## src/rtl/pg_pkg.sv

```systemverilog
package pg_pkg;
   typedef enum logic [1:0] {
      SEL_BASE  = 2'd0,
      SEL_BOUND = 2'd1,
      SEL_MODE  = 2'd2,
      SEL_EXC   = 2'd3
   } pg_sel_e;
endpackage

```

## src/rtl/pg_range.sv

```systemverilog
module pg_range #(
   parameter int AW       = 16,
   parameter bit RELOCATE = 1'b0
) (
   input  logic [AW-1:0] base_i,
   input  logic [AW-1:0] bound_i,
   input  logic [AW-1:0] addr_i,
   output logic          ok_o,
   output logic [AW-1:0] phys_o
);
   localparam int SW = AW + 1;

   generate
      if (RELOCATE) begin : g_reloc
         logic [SW-1:0] sum;
         assign sum    = {1'b0, base_i} + {1'b0, addr_i};
         assign ok_o   = (sum <= {1'b0, bound_i});
         assign phys_o = sum[AW-1:0];
      end else begin : g_check
         assign ok_o   = (addr_i >= base_i) && (addr_i <= bound_i);
         assign phys_o = addr_i;
      end
   endgenerate
endmodule

```

## src/rtl/pg_regs.sv

```systemverilog
module pg_regs
   import pg_pkg::*;
#(
   parameter int AW = 16
) (
   input  logic          clk,
   input  logic          rst_n,
   input  logic          wr_i,
   input  logic [1:0]    wsel_i,
   input  logic [AW-1:0] wdata_i,
   input  logic [1:0]    rsel_i,
   input  logic          sup_i,
   output logic [AW-1:0] base_o,
   output logic [AW-1:0] bound_o,
   output logic          exc_o,
   output logic [AW-1:0] rdata_o
);
   localparam int PADW = AW - 1;

   logic          wen;
   logic [AW-1:0] base_q, bound_q;
   logic          exc_q;

   assign wen = wr_i && sup_i;

   always_ff @(posedge clk) begin
      if (!rst_n) begin
         base_q  <= '0;
         bound_q <= '1;
         exc_q   <= 1'b0;
      end else if (wen) begin
         case (pg_sel_e'(wsel_i))
            SEL_BASE:  base_q  <= wdata_i;
            SEL_BOUND: bound_q <= wdata_i;
            SEL_EXC:   exc_q   <= wdata_i[0];
            default:   ;
         endcase
      end
   end

   always_comb begin
      case (pg_sel_e'(rsel_i))
         SEL_BASE:  rdata_o = base_q;
         SEL_BOUND: rdata_o = bound_q;
         SEL_MODE:  rdata_o = {{PADW{1'b0}}, sup_i};
         default:   rdata_o = {{PADW{1'b0}}, exc_q};
      endcase
   end

   assign base_o  = base_q;
   assign bound_o = bound_q;
   assign exc_o   = exc_q;


   user_wr_chk: assert property (@(posedge clk) disable iff (!rst_n)
      (!sup_i && wr_i) |=> (base_q == $past(base_q)) && (bound_q == $past(bound_q))
                           && (exc_q == $past(exc_q)));
endmodule

```

## src/rtl/pg_trap.sv

```systemverilog
module pg_trap #(
   parameter int             PCW     = 16,
   parameter logic [PCW-1:0] SYS_VEC = '0,
   parameter logic [PCW-1:0] FLT_VEC = '0
) (
   input  logic           clk,
   input  logic           rst_n,
   input  logic           flt_take_i,
   input  logic           call_i,
   input  logic           ret_i,
   input  logic           mode_wr_i,
   input  logic           mode_wdata_i,
   input  logic [PCW-1:0] pc_i,
   output logic           sup_o,
   output logic           load_o,
   output logic [PCW-1:0] next_o,
   output logic           fault_o
);
   logic           sup_q, prev_q, load_q, fault_q;
   logic [PCW-1:0] epc_q, next_q;

   always_ff @(posedge clk) begin
      if (!rst_n) begin
         sup_q   <= 1'b1;
         prev_q  <= 1'b1;
         epc_q   <= '0;
         next_q  <= '0;
         load_q  <= 1'b0;
         fault_q <= 1'b0;
      end else begin
         load_q  <= 1'b0;
         fault_q <= 1'b0;
         if (flt_take_i) begin
            epc_q   <= pc_i;
            prev_q  <= sup_q;
            sup_q   <= 1'b1;
            load_q  <= 1'b1;
            next_q  <= FLT_VEC;
            fault_q <= 1'b1;
         end else if (call_i) begin
            epc_q  <= pc_i;
            prev_q <= sup_q;
            sup_q  <= 1'b1;
            load_q <= 1'b1;
            next_q <= SYS_VEC;
         end else if (ret_i && sup_q) begin
            sup_q  <= prev_q;
            load_q <= 1'b1;
            next_q <= epc_q;
         end else if (mode_wr_i) begin
            sup_q <= mode_wdata_i;
         end
      end
   end

   assign sup_o   = sup_q;
   assign load_o  = load_q;
   assign next_o  = next_q;
   assign fault_o = fault_q;


   syscall_vec_chk: assert property (@(posedge clk) disable iff (!rst_n)
      (call_i && !flt_take_i) |=> load_o && (next_o == SYS_VEC) && sup_o);

   fault_vec_chk: assert property (@(posedge clk) disable iff (!rst_n)
      flt_take_i |=> load_o && fault_o && (next_o == FLT_VEC) && sup_o);

   ret_restore_chk: assert property (@(posedge clk) disable iff (!rst_n)
      (ret_i && sup_q && !call_i && !flt_take_i) |=> load_o && (next_o == $past(epc_q))
                                                     && (sup_o == $past(prev_q)));
endmodule

```

## src/rtl/priv_guard.sv

```systemverilog
module priv_guard
   import pg_pkg::*;
#(
   parameter int             AW       = 16,
   parameter int             PCW      = 16,
   parameter bit             RELOCATE = 1'b0,
   parameter logic [PCW-1:0] SYS_VEC  = 16'h0040,
   parameter logic [PCW-1:0] FLT_VEC  = 16'h0080
) (
   input  logic           clk,
   input  logic           rst_n,
   input  logic           acc_req,
   input  logic [AW-1:0]  acc_addr,
   output logic           acc_go,
   output logic [AW-1:0]  acc_phys,
   input  logic           wr_req,
   input  logic [1:0]     wr_sel,
   input  logic [AW-1:0]  wr_data,
   input  logic [1:0]     rd_sel,
   output logic [AW-1:0]  rd_data,
   input  logic [PCW-1:0] pc_in,
   input  logic           sys_call,
   input  logic           sys_ret,
   output logic           mode_sup,
   output logic           pc_load,
   output logic [PCW-1:0] pc_next,
   output logic           fault
);
   generate
      if (AW < 2) begin : g_bad_aw
         $error("priv_guard: AW must be at least 2");
      end
      if (PCW < 2) begin : g_bad_pcw
         $error("priv_guard: PCW must be at least 2");
      end
   endgenerate

   logic [AW-1:0] base, bound, phys;
   logic          exc_en, in_range, sup;
   logic          viol, flt_take, mode_wr;

   pg_range #(.AW(AW), .RELOCATE(RELOCATE)) u_range (
      .base_i (base),
      .bound_i(bound),
      .addr_i (acc_addr),
      .ok_o   (in_range),
      .phys_o (phys)
   );

   pg_regs #(.AW(AW)) u_regs (
      .clk    (clk),
      .rst_n  (rst_n),
      .wr_i   (wr_req),
      .wsel_i (wr_sel),
      .wdata_i(wr_data),
      .rsel_i (rd_sel),
      .sup_i  (sup),
      .base_o (base),
      .bound_o(bound),
      .exc_o  (exc_en),
      .rdata_o(rd_data)
   );

   assign viol     = !sup && ((acc_req && !in_range) || wr_req);
   assign flt_take = viol && exc_en;
   assign mode_wr  = sup && wr_req && (wr_sel == SEL_MODE);

   pg_trap #(.PCW(PCW), .SYS_VEC(SYS_VEC), .FLT_VEC(FLT_VEC)) u_trap (
      .clk         (clk),
      .rst_n       (rst_n),
      .flt_take_i  (flt_take),
      .call_i      (sys_call),
      .ret_i       (sys_ret),
      .mode_wr_i   (mode_wr),
      .mode_wdata_i(wr_data[0]),
      .pc_i        (pc_in),
      .sup_o       (sup),
      .load_o      (pc_load),
      .next_o      (pc_next),
      .fault_o     (fault)
   );

   assign acc_go   = acc_req && (sup || in_range);
   assign acc_phys = sup ? acc_addr : phys;
   assign mode_sup = sup;


   sup_bypass_chk: assert property (@(posedge clk) disable iff (!rst_n)
      mode_sup |-> (acc_go == acc_req) && (acc_phys == acc_addr));

   fault_pulse_chk: assert property (@(posedge clk) disable iff (!rst_n)
      fault |=> !fault);

   fault_needs_en_chk: assert property (@(posedge clk) disable iff (!rst_n)
      fault |-> $past(exc_en) && !$past(mode_sup));

   generate
      if (!RELOCATE) begin : g_chk_asrt
         window_chk: assert property (@(posedge clk) disable iff (!rst_n)
            (acc_go && !mode_sup) |-> (acc_addr >= base) && (acc_addr <= bound));
      end
   endgenerate
endmodule

```

## config.mk

```make
export PLATFORM = sky130hd
export DESIGN_NAME = priv_guard
export DESIGN_NICKNAME = d
export VERILOG_FILES = /design/src/rtl/pg_pkg.sv /design/src/rtl/pg_range.sv /design/src/rtl/pg_regs.sv /design/src/rtl/pg_trap.sv /design/src/rtl/priv_guard.sv
export SDC_FILE = /design/constraint.sdc
export NUM_CORES = 1
export LEC_CHECK = 0
export BUFFER_PORTS_ARGS = -buffer_cell sky130_fd_sc_hd__buf_2
export CAP_MARGIN = 20
export CORE_ASPECT_RATIO = 1.1
export CORE_UTILIZATION = 33
export CTS_CLUSTER_DIAMETER = 100
export DETAILED_ROUTE_END_ITERATION = 10
export HOLD_SLACK_MARGIN = 0.12
export SYNTH_ARGS = -nofsm -noshare
export SYNTH_HDL_FRONTEND = slang
export SYNTH_HIERARCHICAL = 1
export SYNTH_SLANG_ARGS = --single-unit
export TNS_END_PERCENT = 50
```

## constraint.sdc

```tcl
create_clock -name clk -period 8.3 [get_ports clk]
set_clock_uncertainty 0.15 [all_clocks]
set_input_delay 1.66 -clock clk [delete_from_list [all_inputs] [get_ports clk]]
set_output_delay 1.66 -clock clk [all_outputs]
set_load 0.005 [all_outputs]
```

==> run_results.csv <==
group,metric,value,unit
outcome,status,"completed",
critical_path,crit_path_start,"acc_addr[0]",
route,drc_errors,0,
placement,port_buffers,109,
synth,synth-compound-area-share,0.0998,
critical_path,crit_top_cell,"buf_2",
die,die_w,110,µm
critical_path,max_stage_delay,0.39,ns
global_route,globalRouteOverflowTotal,0,
clocking,cts.sinks,69,
clocking,cts_tree,"yes",
route,ant_nets,0,
placement,hpwl,7350,µm
global_route,grt_max_degree,87,
synth,synth-simple-area-share,0.208,
critical_path,path_max_fanout,3,
die,fp.dieH,121,µm
layout,area_growth,18.8,%
layout,n_fill_cell,1290,
route,drt_wl_total,10200,µm
route,vias,3478,
route,drt-pass1-iter-count,4,
clocking,clkLatencyLatePin,0.33,ns
clocking,post_cts_resized,0,
critical_path,worst-endpoint-required,6.49,ns
critical_path,start_kind,"input port",
sta,fin_tns_setup,0,ns
critical_path,r2r-start,"u_regs/bound_o[5]$_SDFFE_PN1P_",
sta,max_freq,192,MHz
layout,fin_nets,656,
synth,synthAdderAreaFrac,0.0939,
route,drt_iter0_markers,139,
pwr,p_leak,2.37,nW
synth,postSynthCellCount,485,
synth,syn_avg_cell_area,8.79,µm²
min_path,min_from,"u_trap/next_o[0]$_SDFFE_PP0P_",
sta,finalHoldViolations,0,
clocking,ctsHoldBuffers,0,
sta,slew_headroom,0.474,
clocking,cts-buffers-inserted,9,
global_route,grt_pass1_wl,15900,µm
global_route,first_global_vias,3357,
sta,tightest_slew,0.788,ns
sta,rsz0062_at_grt,"false",
synth,synth_cell_types,44,
clocking,cts_max_path_buffers,2,
global_route,antenna_found_initial,0,
placement,place_congestion,0.809,
pwr,powerDensity,178,nW/µm²
flow_run,drv_cap,0,
pwr,ir_worst_vdd,108,µV
global_route,grtUsageTotal,0.157,
route,routedWlPerCell,14.0,µm
die,io-pin-count,110,
synth,syn-num-nets,575,
synth,synthXorXnorAreaFrac,0,
sta,fin_crit,5.21,ns
sta,setup_violations,0,
critical_path,crit_chain,"buf_2 > inv_1 > ha_1 > nor3b_1 > o21ai_1 > a21oi_1 > nor4_1 > o32a_1 > o21a_1 > buf_2",
critical_path,cpMaxStageDelayCell,"o32a_1",
critical_path,critPathKind,"in -> out",
synth,syn_area,4260,µm²
layout,n_antenna_cell,0,
clocking,cts_root_buf,"clkbuf_16",
synth,yosysWarnings,6,
sta,timing.hold.ws,0.303,ns
clocking,htreeDepth,3,
sta,post-route-period-util,0.628,
sta,slew_viol_final,0,
synth,synthMuxAreaShare,0.166,
synth,synth_top_family_by_area,"simple AND/OR/NAND/NOR gates",
die,core,12600,µm²
layout,layout-drive-gt1-share,0.282,
critical_path,critPathCaptureType,"primary output",
critical_path,arrival,3.40,ns
clocking,post-cts-setup-buffer-count,0,
route,vias_per_cell,4.78,
min_path,hold_class,"reg -> reg",
clocking,path_clk_slew,0.05,ns
die,fp-row-count,43,
synth,ys_seq_elements,69,
synth,synth.yosys.seq_area_share,0.324,
die,die-area,13400,µm²
die,initial_core_util,0.339,
[metrics by stage]
| stage | utilization | instance area, µm² | worst slack (ns) | power [mW] | std cells |
|---|---|---|---|---|---|
| after floorplan | - | 4260 | 3.55 | 0.446 | 485 |
| after global placement | 0.372 | 4680 | 3.14 | 0.481 | 710 |
| after detailed placement | 0.376 | 4740 | 3.11 | 0.487 | 712 |
| after CTS | 0.402 | 5070 | 3.09 | 0.912 | 728 |
| after global routing | 0.402 | 5070 | 3.03 | 0.944 | 728 |
| final | 0.402 | 5070 | 3.09 | 0.901 | 728 |
[routing by layer]
metal  routed length, µm  vias up  global-route usage
met5                   0        -                   0
met4                 223        0              0.0683
met3                 583       15              0.0349
met2                4700      103               0.257
met1                4650     1597               0.195
li1                    -     1763                   -
[worst paths after layout]
check,to,slack [ns],depth (start not counted)
max,acc_go,3.09,10
min,u_trap/next_o[0]$_SDFFE_PP0P_,0.30,2
max reg2reg,u_trap/sup_o$_SDFFE_PP1P_,4.92,11
min reg2reg,u_trap/next_o[0]$_SDFFE_PP0P_,0.30,2
[cells in the final DEF (no fill, tap or decap), types with 10 or more instances in the layout]
cell type,synthesis,routed
buf_2,6,109
nand2_1,103,103
dfxtp_1,69,69
mux2i_1,48,48
nor2b_1,36,36
inv_1,33,33
ha_1,32,32
nor2_1,19,19
a21boi_0,17,17
a21oi_1,15,15
a21oi_2,10,10
[kinds of logic after synthesis]
group,count (synthesis)
multiplexers,65
flip-flops,69
buffers and inverters,76
AND/OR/NAND/NOR,183
AO/OA/AOI/OAI,60
adder cells (fa/ha/maj),32
[registers in the layout, indices dropped and copies added, names as in the netlist]
register,flops
u_regs/base_o,16
u_regs/bound_o,16
u_trap/epc_q,16
u_trap/next_o,16
u_regs/exc_o,1
u_trap/fault_o,1
u_trap/load_o,1
u_trap/prev_q,1
u_trap/sup_o,1
[power by group]
part	switching, mW	leakage (nW)	internal, mW
clock network	0.143	0.163	0.279
logic	0.0680	1.64	0.0596
registers	0.00760	0.563	0.344
total	0.219	2.37	0.682
[synthesized netlist by cell type]
cell type,number,share of area
and4b_1,2,0.0047
nand2_1,103,0.091
nor2_1,19,0.017
nand4_4,2,0.010
a21boi_0,17,0.030
o211a_1,2,0.0047
or2_2,1,0.0015
mux2i_1,48,0.11
nor4_1,2,0.0029
and4bb_1,1,0.0029
mux2_4,7,0.025
o32a_1,1,0.0023
dfxtp_1,69,0.32
buf_12,3,0.014
nor3_1,1,0.0012
a21oi_1,15,0.018
o211ai_1,1,0.0018
o31a_2,1,0.0023
mux4_2,1,0.0053
clkbuf_2,1,0.0012
a21oi_2,10,0.021
a2111o_1,1,0.0026
nor2_2,1,0.0015
clkbuf_1,8,0.0070
a221oi_1,1,0.0021
o21ai_1,1,0.0012
mux2_2,9,0.024
nand4_1,4,0.0059
buf_4,19,0.033
o21bai_1,1,0.0018
buf_6,6,0.016
a211oi_1,3,0.0053
and3_1,1,0.0015
and2_2,1,0.0018
and2_1,1,0.0015
o21ai_0,5,0.0059
ha_1,32,0.094
nor2b_1,36,0.053
buf_2,6,0.0070
nor3b_1,4,0.0070
inv_1,33,0.029
nand3_1,3,0.0035
or3b_1,1,0.0021
o21a_1,1,0.0018
[critical path, delay by kind of cell]
family	cells	cell delay, ns
compound gates	4	0.88
buf+inv	3	0.33
simple gates	2	0.29
fa+ha+maj	1	0.25
[cell type report]
cell class	instances	area, µm²	area share
Timing Repair Buffer	113	616	0.122
Sequential cell	69	1380	0.273
Inverter	33	124	0.0245
Tap cell	157	196	0.0388
Clock inverter	4	70.1	0.0138
Clock buffer	12	256	0.0506
Multi-Input combinational cell	340	2420	0.478
Note: power is estimated with default switching activity, not from simulation.
